===== src/rtl/adc_seq_pkg.sv =====
// Shared types for the single-shot conversion sequencer.
// Assumes: one sequencer instance per converter; codes below are visible at the top ports.
package adc_seq_pkg;

    // Sequencer phases, one per converter-side step
    typedef enum logic [3:0] {
        ST_IDLE,
        ST_PREP,
        ST_ENABLE,
        ST_UNMASK,
        ST_START,
        ST_WAIT,
        ST_RD_LO,
        ST_RD_HI,
        ST_TEAR_SEL,
        ST_TEAR_FORCE,
        ST_DONE
    } seq_state_t;

    // Outcome codes reported on err_code
    typedef enum logic [1:0] {
        ERR_NONE    = 2'd0,
        ERR_BADCH   = 2'd1,
        ERR_TIMEOUT = 2'd2
    } seq_err_t;

endpackage


===== src/rtl/adc_isrc_enc.sv =====
// Maps a current request in microamps onto a 2-bit current-source code.
// Assumes: STEP0 < STEP1 < STEP2; purely combinational, sampled by the sequencer on accept.
module adc_isrc_enc #(
    parameter int unsigned UA_W  = 16,
    parameter int unsigned STEP0 = 1,
    parameter int unsigned STEP1 = 5,
    parameter int unsigned STEP2 = 15
) (
    input  logic [UA_W-1:0] ua,
    output logic [1:0]      code
);

    // Pick the smallest bucket whose upper bound covers the request
    always_comb begin
        if (ua <= UA_W'(STEP0))
            code = 2'd0;
        else if (ua <= UA_W'(STEP1))
            code = 2'd1;
        else if (ua <= UA_W'(STEP2))
            code = 2'd2;
        else
            code = 2'd3;
    end

endmodule


===== src/rtl/adc_conv_timer.sv =====
// Counts waiting cycles and flags the last permitted one.
// Assumes: run is held high only while the sequencer waits for end-of-conversion,
// and the sequencer leaves the wait no later than the cycle expired is raised.
module adc_conv_timer #(
    parameter int unsigned LIMIT = 500_000_000
) (
    input  logic clk,
    input  logic rst_n,
    input  logic run,
    output logic expired
);

    localparam int unsigned CNT_W = (LIMIT > 1) ? $clog2(LIMIT) : 1;
    localparam logic [CNT_W-1:0] LAST = CNT_W'(LIMIT - 1);

    logic [CNT_W-1:0] cnt_q;

    // Expiry is the final waiting cycle
    assign expired = run && (cnt_q == LAST);

    // Count while running, clear as soon as the wait ends
    always_ff @(posedge clk) begin
        if (!rst_n)
            cnt_q <= '0;
        else if (!run)
            cnt_q <= '0;
        else if (!expired)
            cnt_q <= cnt_q + CNT_W'(1);
    end


    no_overflow_chk: assert property (@(posedge clk) disable iff (!rst_n)
        cnt_q <= LAST);


    expired_leaves_wait_chk: assert property (@(posedge clk) disable iff (!rst_n)
        expired |=> !run);

endmodule


===== src/rtl/adc_seq_ctrl.sv =====
// Phase sequencer: accepts a request, steps the converter through preparation,
// start, bounded wait, two byte reads and two-step teardown, then reports.
// Assumes: adc_rd_data is valid in the same cycle as adc_rd_en; tmo_expired comes
// from a timer that runs only while this block is in the waiting phase.
module adc_seq_ctrl
    import adc_seq_pkg::*;
#(
    parameter int unsigned CH_IN_W = 5,
    parameter int unsigned SEL_W   = 4,
    parameter int unsigned BYTE_W  = 8,
    parameter int unsigned RES_W   = 12
) (
    input  logic               clk,
    input  logic               rst_n,
    input  logic               req_valid,
    input  logic [CH_IN_W-1:0] req_chan,
    input  logic [1:0]         req_code0,
    input  logic [1:0]         req_code3,
    input  logic               req_ext_delay,
    input  logic               adc_eoc,
    input  logic [BYTE_W-1:0]  adc_rd_data,
    input  logic               tmo_expired,
    output logic               tmo_run,
    output logic               busy,
    output logic               done,
    output logic [1:0]         err_code,
    output logic [RES_W-1:0]   result,
    output logic               adc_force_on,
    output logic               adc_ext_delay,
    output logic [1:0]         adc_isrc0,
    output logic [1:0]         adc_isrc3,
    output logic               adc_sw_en,
    output logic [SEL_W-1:0]   adc_chan_sel,
    output logic               adc_eoc_unmask,
    output logic               adc_start,
    output logic               adc_rd_en,
    output logic               adc_rd_hi
);

    localparam int unsigned HI_W   = RES_W - BYTE_W;
    localparam int unsigned NUM_CH = 1 << SEL_W;
    localparam logic [CH_IN_W-1:0] MAX_CH = CH_IN_W'(NUM_CH - 1);

    seq_state_t         state_q, state_d;
    logic [SEL_W-1:0]   lat_chan;
    logic [1:0]         lat_code0, lat_code3;
    logic               lat_ext;
    logic [BYTE_W-1:0]  res_lo;
    logic [HI_W-1:0]    res_hi;
    seq_err_t           err_q;
    logic               timed_out;
    logic               accept;
    logic               chan_bad;
    logic               cfg_on, sel_on, irq_on;

    // A request is taken only in the idle phase
    assign accept   = (state_q == ST_IDLE) && req_valid;
    assign chan_bad = req_chan > MAX_CH;

    // Next phase of the fixed conversion order
    always_comb begin
        state_d = state_q;
        unique case (state_q)
            ST_IDLE:       if (req_valid) state_d = chan_bad ? ST_DONE : ST_PREP;
            ST_PREP:       state_d = ST_ENABLE;
            ST_ENABLE:     state_d = ST_UNMASK;
            ST_UNMASK:     state_d = ST_START;
            ST_START:      state_d = ST_WAIT;
            ST_WAIT: begin
                if (adc_eoc)
                    state_d = ST_RD_LO;
                else if (tmo_expired)
                    state_d = ST_TEAR_SEL;
            end
            ST_RD_LO:      state_d = ST_RD_HI;
            ST_RD_HI:      state_d = ST_TEAR_SEL;
            ST_TEAR_SEL:   state_d = ST_TEAR_FORCE;
            ST_TEAR_FORCE: state_d = ST_DONE;
            ST_DONE:       state_d = ST_IDLE;
            default:       state_d = ST_IDLE;
        endcase
    end

    // Phase register
    always_ff @(posedge clk) begin
        if (!rst_n)
            state_q <= ST_IDLE;
        else
            state_q <= state_d;
    end

    // Request settings captured on accept and held for the whole conversion
    always_ff @(posedge clk) begin
        if (!rst_n) begin
            lat_chan  <= '0;
            lat_code0 <= '0;
            lat_code3 <= '0;
            lat_ext   <= 1'b0;
        end else if (accept && !chan_bad) begin
            lat_chan  <= req_chan[SEL_W-1:0];
            lat_code0 <= req_code0;
            lat_code3 <= req_code3;
            lat_ext   <= req_ext_delay;
        end
    end

    // Result bytes: cleared on accept, filled by the two reads
    always_ff @(posedge clk) begin
        if (!rst_n) begin
            res_lo <= '0;
            res_hi <= '0;
        end else if (accept) begin
            res_lo <= '0;
            res_hi <= '0;
        end else if (state_q == ST_RD_LO) begin
            res_lo <= adc_rd_data;
        end else if (state_q == ST_RD_HI) begin
            res_hi <= adc_rd_data[HI_W-1:0];
        end
    end

    // Outcome tracking: timeout noted in the wait, code published entering done
    always_ff @(posedge clk) begin
        if (!rst_n) begin
            err_q     <= ERR_NONE;
            timed_out <= 1'b0;
        end else if (accept) begin
            err_q     <= chan_bad ? ERR_BADCH : ERR_NONE;
            timed_out <= 1'b0;
        end else begin
            if (state_q == ST_WAIT && !adc_eoc && tmo_expired)
                timed_out <= 1'b1;
            if (state_q == ST_TEAR_FORCE)
                err_q <= timed_out ? ERR_TIMEOUT : ERR_NONE;
        end
    end

    // Group phases by which converter controls they hold
    always_comb begin
        cfg_on = state_q inside {ST_PREP, ST_ENABLE, ST_UNMASK, ST_START, ST_WAIT,
                                 ST_RD_LO, ST_RD_HI, ST_TEAR_SEL};
        sel_on = state_q inside {ST_ENABLE, ST_UNMASK, ST_START, ST_WAIT,
                                 ST_RD_LO, ST_RD_HI};
        irq_on = state_q inside {ST_UNMASK, ST_START, ST_WAIT, ST_RD_LO, ST_RD_HI};
    end

    // Converter-side and host-side outputs decoded from the phase
    always_comb begin
        adc_force_on   = cfg_on;
        adc_ext_delay  = cfg_on && lat_ext;
        adc_isrc0      = cfg_on ? lat_code0 : 2'd0;
        adc_isrc3      = cfg_on ? lat_code3 : 2'd0;
        adc_sw_en      = sel_on;
        adc_chan_sel   = sel_on ? lat_chan : '0;
        adc_eoc_unmask = irq_on;
        adc_start      = (state_q == ST_START);
        adc_rd_en      = (state_q == ST_RD_LO) || (state_q == ST_RD_HI);
        adc_rd_hi      = (state_q == ST_RD_HI);
        tmo_run        = (state_q == ST_WAIT);
        busy           = (state_q != ST_IDLE);
        done           = (state_q == ST_DONE);
        err_code       = err_q;
        result         = {res_hi, res_lo};
    end


    start_gated_chk: assert property (@(posedge clk) disable iff (!rst_n)
        adc_start |-> (adc_force_on && adc_sw_en && adc_eoc_unmask));


    start_single_chk: assert property (@(posedge clk) disable iff (!rst_n)
        adc_start |=> !adc_start);


    sel_before_force_chk: assert property (@(posedge clk) disable iff (!rst_n)
        $fell(adc_force_on) |-> (!$past(adc_sw_en) && !$past(adc_eoc_unmask)));


    unmask_needs_force_chk: assert property (@(posedge clk) disable iff (!rst_n)
        adc_eoc_unmask |-> adc_force_on);


    badch_quiet_chk: assert property (@(posedge clk) disable iff (!rst_n)
        (accept && chan_bad) |=> (done && !adc_force_on && err_code == ERR_BADCH));


    done_pulse_chk: assert property (@(posedge clk) disable iff (!rst_n)
        done |=> !done);


    held_off_chk: assert property (@(posedge clk) disable iff (!rst_n)
        (busy && req_valid) |=> $stable(lat_chan));

endmodule


===== src/rtl/adc_oneshot_seq.sv =====
// Top of the single-shot conversion sequencer: current-source encoders, the
// end-of-conversion timeout counter and the phase sequencer.
// Assumes: CLK_HZ is the real clock rate; TIMEOUT_CYC may be overridden for short runs.
module adc_oneshot_seq #(
    parameter int unsigned CLK_HZ      = 100_000_000,
    parameter int unsigned TIMEOUT_MS  = 5000,
    parameter int unsigned TIMEOUT_CYC = (CLK_HZ / 1000) * TIMEOUT_MS,
    parameter int unsigned UA_W        = 16,
    parameter int unsigned CH_IN_W     = 5,
    parameter int unsigned SEL_W       = 4,
    parameter int unsigned BYTE_W      = 8,
    parameter int unsigned RES_W       = 12
) (
    input  logic               clk,
    input  logic               rst_n,
    input  logic               req_valid,
    input  logic [CH_IN_W-1:0] req_chan,
    input  logic [UA_W-1:0]    req_isrc0_ua,
    input  logic [UA_W-1:0]    req_isrc3_ua,
    input  logic               req_ext_delay,
    output logic               busy,
    output logic               done,
    output logic [1:0]         err_code,
    output logic [RES_W-1:0]   result,
    output logic               adc_force_on,
    output logic               adc_ext_delay,
    output logic [1:0]         adc_isrc0,
    output logic [1:0]         adc_isrc3,
    output logic               adc_sw_en,
    output logic [SEL_W-1:0]   adc_chan_sel,
    output logic               adc_eoc_unmask,
    output logic               adc_start,
    input  logic               adc_eoc,
    output logic               adc_rd_en,
    output logic               adc_rd_hi,
    input  logic [BYTE_W-1:0]  adc_rd_data
);

    logic [1:0] code0, code3;
    logic       tmo_run, tmo_expired;

    // Channel-0 source: 1 / 5 / 15 µA bucket bounds
    adc_isrc_enc #(.UA_W(UA_W), .STEP0(1), .STEP1(5), .STEP2(15)) u_enc0 (
        .ua   (req_isrc0_ua),
        .code (code0)
    );

    // Channel-3 source: 1 / 10 / 400 µA bucket bounds
    adc_isrc_enc #(.UA_W(UA_W), .STEP0(1), .STEP1(10), .STEP2(400)) u_enc3 (
        .ua   (req_isrc3_ua),
        .code (code3)
    );

    adc_conv_timer #(.LIMIT(TIMEOUT_CYC)) u_timer (
        .clk     (clk),
        .rst_n   (rst_n),
        .run     (tmo_run),
        .expired (tmo_expired)
    );

    adc_seq_ctrl #(
        .CH_IN_W (CH_IN_W),
        .SEL_W   (SEL_W),
        .BYTE_W  (BYTE_W),
        .RES_W   (RES_W)
    ) u_ctrl (
        .clk            (clk),
        .rst_n          (rst_n),
        .req_valid      (req_valid),
        .req_chan       (req_chan),
        .req_code0      (code0),
        .req_code3      (code3),
        .req_ext_delay  (req_ext_delay),
        .adc_eoc        (adc_eoc),
        .adc_rd_data    (adc_rd_data),
        .tmo_expired    (tmo_expired),
        .tmo_run        (tmo_run),
        .busy           (busy),
        .done           (done),
        .err_code       (err_code),
        .result         (result),
        .adc_force_on   (adc_force_on),
        .adc_ext_delay  (adc_ext_delay),
        .adc_isrc0      (adc_isrc0),
        .adc_isrc3      (adc_isrc3),
        .adc_sw_en      (adc_sw_en),
        .adc_chan_sel   (adc_chan_sel),
        .adc_eoc_unmask (adc_eoc_unmask),
        .adc_start      (adc_start),
        .adc_rd_en      (adc_rd_en),
        .adc_rd_hi      (adc_rd_hi)
    );

endmodule


===== config.mk =====
export PLATFORM = sky130hd
export DESIGN_NAME = adc_oneshot_seq
export DESIGN_NICKNAME = d
export VERILOG_FILES = /design/src/rtl/adc_seq_pkg.sv /design/src/rtl/adc_isrc_enc.sv /design/src/rtl/adc_conv_timer.sv /design/src/rtl/adc_seq_ctrl.sv /design/src/rtl/adc_oneshot_seq.sv
export SDC_FILE = /design/constraint.sdc
export NUM_CORES = 1
export LEC_CHECK = 0
export BUFFER_PORTS_ARGS = -buffer_cell sky130_fd_sc_hd__buf_4
export CAP_MARGIN = 25
export CORE_ASPECT_RATIO = 0.7
export CORE_MARGIN = 2
export CORE_UTILIZATION = 45
export CTS_BUF_LIST = sky130_fd_sc_hd__clkbuf_8
export CTS_CLUSTER_SIZE = 30
export DETAILED_ROUTE_END_ITERATION = 10
export GPL_TIMING_DRIVEN = 0
export PLACE_DENSITY_LB_ADDON = 0.3
export SYNTH_ARGS = -nofsm -noshare
export SYNTH_HDL_FRONTEND = slang
export SYNTH_SLANG_ARGS = --single-unit

===== constraint.sdc =====
create_clock -name clk -period 2.2 [get_ports clk]
set_input_delay 0.44 -clock clk [delete_from_list [all_inputs] [get_ports clk]]
set_output_delay 0.44 -clock clk [all_outputs]
set_load 0.02 [all_outputs]

## Word level (Yosys, flattened, before mapping)

Index checks and enable logic that the tools add are counted.

| cells by class | value |
|---|---|
| reduce and logical (&&, ||, !) cells | 19 |
| bitwise gates (word level) | 2 |
| eq/ne operators | 13 |
| $add $sub $neg | 1 |
| muxes and demuxes | 18 |
| magnitude comparators | 7 |

Operators with widths:

| kind | number |
|---|---|
| $pmux W4 S10 | 1 |
| $le A16 B1 Y1 const B | 2 |
| $le A16 B4 Y1 const B | 2 |
| $add A29 B1 Y29 const B | 1 |
| $eq A29 B29 Y1 const B | 1 |
| $mux W4 | 5 |
| $mux W2 | 9 |
| $eq A4 B3 Y1 const B | 4 |
| $le A16 B3 Y1 const B | 1 |
| $le A16 B9 Y1 const B | 1 |
| $eq A4 B4 Y1 const B | 3 |
| $eq A4 B2 Y1 const B | 2 |
| $reduce_bool A8 Y1 | 1 |
| $logic_and A1 B1 Y1 | 6 |
| $reduce_and A2 Y1 | 3 |
| $reduce_bool A6 Y1 | 1 |
| $gt A5 B4 Y1 const B | 1 |
| $reduce_bool A5 Y1 | 1 |
| $eq A4 B1 Y1 const B | 1 |
| $logic_not A4 Y1 | 1 |
| $reduce_bool A4 Y1 | 1 |
| $mux W1 | 3 |
| $ne A3 B2 Y1 const B | 1 |
| $logic_not A1 Y1 | 2 |
| other kinds (5) | 6 |

| word-level totals | value |
|---|---|
| output and inout bits | 31 |
| input port bits | 50 |
| logic and storage cells | 70 |
| flip-flop bits (word level) | 57 |

## Logic depth before layout (Yosys ltp)

| logic depth | value |
|---|---|
| depth after elaboration | 5 |
| depth in mapped cells | 6 |
| gate-level depth less buffers | 6 |

## Cells and area by module

Synthesis repeated with hierarchy kept, for this count alone.

| second synthesis, totals | value |
|---|---|
| cells, all modules | 351 |
| area total of the unflattened synthesis | 2,921.6 µm² |

Modules (own cells, without submodules):

| module | cells each | times used | area each (µm²) |
|---|---|---|---|
| adc_conv_timer | 170 | 1 | 1,442.6 |
| adc_seq_ctrl | 161 | 1 | 1,338.8 |
| adc_isrc_enc at u_enc3 | 12 | 1 | 92.6 |
| adc_isrc_enc at u_enc0 | 8 | 1 | 47.5 |

## Worst setup path after synthesis

OpenSTA, ideal clock, no wires.

| path | value |
|---|---|
| path kind | flip-flop to output port |
| start | register u_ctrl.state_q[3] |
| end | output port done |
| path buffers | 1 |
| data required time | 1.760 ns |
| slack | 0.269 ns |
| cell stages (with the launch flop) | 4 |
| arrival | 1.491 ns |
| cell sequence | dfxtp_1 > clkbuf_1 > inv_1 > nor4b_1 |

| on the way | value |
|---|---|
| word-level cells in the longest chain between the ends | 1 |

RTL lines:

| element | line | text |
|---|---|---|
| start: declaration | adc_seq_ctrl.sv:44 | `seq_state_t state_q, state_d;` |
| start signal: assignment | adc_seq_ctrl.sv:89 | `state_q <= state_d;` |
| $eq A4 B4 Y1 | adc_seq_ctrl.sv:161 | `done = (state_q == ST_DONE);` |
| end: declaration | adc_oneshot_seq.sv:22 | `output logic done,` |

Every way passes these cells.

## Worst setup path in the final report

| path | value |
|---|---|
| start | register u_ctrl.state_q[2] |
| end | output port adc_isrc0[1] |

| on the way | value |
|---|---|
| word-level cells in the longest chain between the ends | 3 |
| elaborated cells on any way between the ends | 10 |
| classes of those cells | eq/ne: 8; mux: 1; reduce/logical: 1 |

RTL lines:

| element | line | text |
|---|---|---|
| $eq A4 B1 Y1 (tied with other cells) | adc_seq_ctrl.sv:140 | `cfg_on = state_q inside {ST_PREP, ST_ENABLE, ST_UNMASK, ST_START, ST_WAIT,` |
| $reduce_bool A8 Y1 * | adc_seq_ctrl.sv:140 |  |
| $mux W2 * | adc_seq_ctrl.sv:151 | `adc_isrc0 = cfg_on ? lat_code0 : 2'd0;` |
| end: declaration | adc_oneshot_seq.sv:27 | `output logic [1:0] adc_isrc0,` |

Every way passes the cells marked *; elsewhere a longest branch is shown, timed or not.

==> results.md <==
- Outcome: finished, final reports clean
- Netlist cell types: 48
- Hold WC Path Type: in2reg
- Largest family of logic cells by synthesized area: simple AND/OR/NAND/NOR gates
- Mux share of post-synthesis cell area: under 10%
- TNS Setup: 0 ns
- Ports: between 80 and 90
- Die Span Y: 70.2 um
- Leakage: around 1.4 nW
- Final #Nets: 482
- Startpoint Class: flip-flop
- CTS Sinks: between 50 and 60
- Clock share of power: between 40 and 50%
- GP Congestion: 0.867
- Diodes inserted: 0
- Top Family by Delay on Critical Path: simple AND/OR/NAND/NOR gates
- RSZ-0062 raised after global routing: no
- P_int: about 0.0020 W
- CTS HTree Levels: 3
- Crit share post-route: between 90 and 100%
- CP Class: reg2out
- Seq pwr share: between 40% and 50%
- Crit-path max FO: 10
- Post-Synth Adder-Cell Area: less than 1%
- Power share of the combinational group: 15.1%
- Syn. warnings: 0
- WL final: just under 7 mm
- Clk_skew: approximately 0.0092 ns
- Net Sw Frac: 25.5%
- Layout cells sized above 1: between 20 and 30%
- Filler cells: around 550
- Num CTS Buffers: 9
- Worst Max-Slew Pin Slew: between 0.7 and 0.8 ns
- Final Hold Fails: 0
- Max Cap Viol: 0
- Critical Path Max Stage Delay: between 0.4 and 0.5 ns
- Synthesized flop and latch total: 57
- CORE AREA: a little over 6000 um2
- GRT Total Usage: about a fifth
- Synth Area in XOR/XNOR: approximately 5.0%
- ANT nets after route: 0
- # placed instances: approximately 500
- Synth Instances: between 300 and 400
- Clock buffer depth: 2
- Later-pin clock latency in the skew report: 0.35 ns
- Buf/Inv on CP: 2
- Average cell area after synthesis: ~8.2 um2
- Syn Nets: roughly 390
- Slowest cell on the critical path: dfxtp_1
- Maximum operating frequency: 481 MHz
- DR pass1 iterations: 4
- Critical path required time: 1.76 ns
- Die W: 98.6 um
- Vias per cell: about 5.4
- Post-place instance area: roughly 3500 um2
- Finish-stage setup viols: 0
- Residual DRC: 0
- Detailed-route via count: 2,799
- Antenna violations before repair: 0
- Clock root cell: clkbuf_8
- Post-Layout Cell Count: between 500 and 600
- Post-Synth Simple-Gate Area: between 30% and 40%
- Cell area after synthesis: about 2800 um2
- Number of synthesized flops with an enable pin: 0
- Crit end category: output port
- Main synth FF type: dfxtp_1
- Seq/Total Area, Yosys: 40.5%
- Largest net degree at the start of global routing: 12
- Area fraction in compound gates after synthesis: between 10% and 20%
- First-pass GRT wire length: around 12 mm
- Die Area: approximately 6900 um2
- Total grt overflow: 0
- Power per cell area: just over 700 nW/um2
- Async S/R FF share, synth: 0%
- Vias in the first global route: 2,574
- CTS tree: done
- Fin. max-slew vios: 0
- Post-DP HPWL: ~5 mm
- DRT iter0 DRCs: about 180
- Quantity of I/O buffers inserted on ports: 78
- Design Area, Final: between 3000 and 4000 um2
- Wirelength per Cell: roughly 13 um
- Clock slew at reported path FFs: 0.07 ns
- Area delta synth->final: 33.7%
- Critical Path, Cell by Cell: buf_2 > nor3_1 > nor2_1 > nor2_2 > and2_1 > buf_4
- NetSw: roughly 0.00069 W
- # rows: 24
- Post-CTS Setup Inserts: 0
- Headroom to the max-slew limit: ~48%
- CP Data Arrival Time: between 1.5 and 2 ns
- Period minus WS final: 2.08 ns
- Worst vdd ir: around 380 uV
- Initial Utilization: a little under half
cell type report:
type	instances	area [um2]	share of cell area (%)
multi-input combinational	263	1600	42.5
clock inverter	6	106	2.82
buffer	11	53.8	1.43
sequential	57	1140	30.3
timing repair buffer	78	586	15.5
inverter	11	41.3	1.10
tap	78	97.6	2.59
clock buffer	10	138	3.65
repair_timing:
action / in CTS / in global routing
pin swaps: 0 / 1
hold buffers: 0 / 0
setup endpoints to repair: 9 / 12
gates resized for setup: 2 / 10
sequential cells by signal, summed over array words and instances (netlist names):
name / count
u_ctrl.err_code: 2
u_ctrl.lat_chan: 4
u_ctrl.lat_code0: 2
u_ctrl.lat_code3: 2
u_ctrl.lat_ext: 1
u_ctrl.res_hi: 4
u_ctrl.res_lo: 8
u_ctrl.state_q: 4
u_ctrl.timed_out: 1
u_timer.cnt_q: 29
layout by cell type (no fill, tap or decap), types with 5 or more instances in the layout:
cell type and n:
xnor2_1 15, o21ai_0 12, nor2_2 6, and2_1 12, nand3_1 12, nor4_1 8, nand4_1 11, dfxtp_1 56
buf_4 78, clkbuf_8 10, or4_1 6, nor3_1 13, a21oi_1 22, nor2_1 28, inv_1 11, nand2_1 48
clkbuf_1 5, a22o_1 7, a31oi_1 5
cell usage after synthesis (2+ instances only):
master | number | share of area (%)
inv_1 | 10 | 1.3
nand3_2 | 2 | 0.71
a21oi_1 | 22 | 3.9
or4_1 | 6 | 1.6
o21ai_0 | 12 | 2.1
clkbuf_1 | 9 | 1.2
nor2_2 | 3 | 0.67
and2_1 | 12 | 2.7
nor4b_1 | 2 | 0.62
o211ai_1 | 4 | 1.1
nor4_2 | 5 | 2.2
nor3_1 | 13 | 2.3
a22o_1 | 7 | 2.2
a31oi_1 | 5 | 1.1
or3_1 | 4 | 0.89
and4_1 | 4 | 1.2
nand2_1 | 48 | 6.4
nor2b_1 | 4 | 0.89
nand4_1 | 11 | 2.4
dfxtp_1 | 57 | 40
nor3_2 | 4 | 1.4
o2111ai_1 | 3 | 0.93
mux2i_1 | 4 | 1.4
nor2_1 | 31 | 4.1
xnor2_1 | 15 | 4.7
nand3_1 | 13 | 2.3
and3_1 | 3 | 0.67
nor4_1 | 8 | 1.8
o21ai_1 | 3 | 0.53
per-stage QoR:
step / hold WS [ns] / util (%) / setup slack (ns) / power (W)
final: 0.298 / 61.5 / 0.121 / 0.00272
after global routing: 0.302 / 61.5 / 0.000689 / 0.00283
after CTS: 0.290 / 61.2 / 0.00282 / 0.00274
after detailed placement: 0.440 / 57.1 / 0.219 / 0.00152
after global placement: 0.425 / 57.1 / 0.238 / 0.00151
after floorplan: 0.407 / - / 0.269 / 0.00134
power groups by stage:
stage	sequential (W)	combinational, W	clock [W]
floorplan	0.00111	0.000224	0
CTS	0.00110	0.000405	0.00123
detailed placement	0.00111	0.000406	0
global route	0.00111	0.000451	0.00127
finish	0.00110	0.000411	0.00121
global placement	0.00111	0.000400	0
per-layer routing:
layer  track usage, %  wire length, um
met1             27.7             3230
met2             31.7             2920
met3             6.01              572
met4             8.07               77
met5                0                0
kinds of logic after synthesis:
| group | count (synthesis) |
|---|---|
| simple gates | 180 |
| compound gates | 62 |
| flops | 57 |
| buf+inv | 23 |
| xor+xnor | 16 |
| mux | 4 |
| fa+ha+maj | 1 |
worst paths after layout:
check	slack, ns	cells past startpoint	start	to
worst min register to register	0.44	2	u_ctrl.lat_code3[1]$_SDFFE_PN0P_	u_ctrl.lat_code3[1]$_SDFFE_PN0P_
worst max-delay path	0.12	6	u_ctrl.state_q[2]$_SDFFE_PN0P_	adc_isrc0[1]
worst min-delay path	0.30	2	req_chan[1]	u_ctrl.lat_chan[1]$_SDFFE_PN0P_
worst max register to register	0.26	5	u_ctrl.state_q[3]$_SDFFE_PN0P_	u_ctrl.state_q[3]$_SDFFE_PN0P_
No activity file was read; power rests on OpenSTA's default activity.
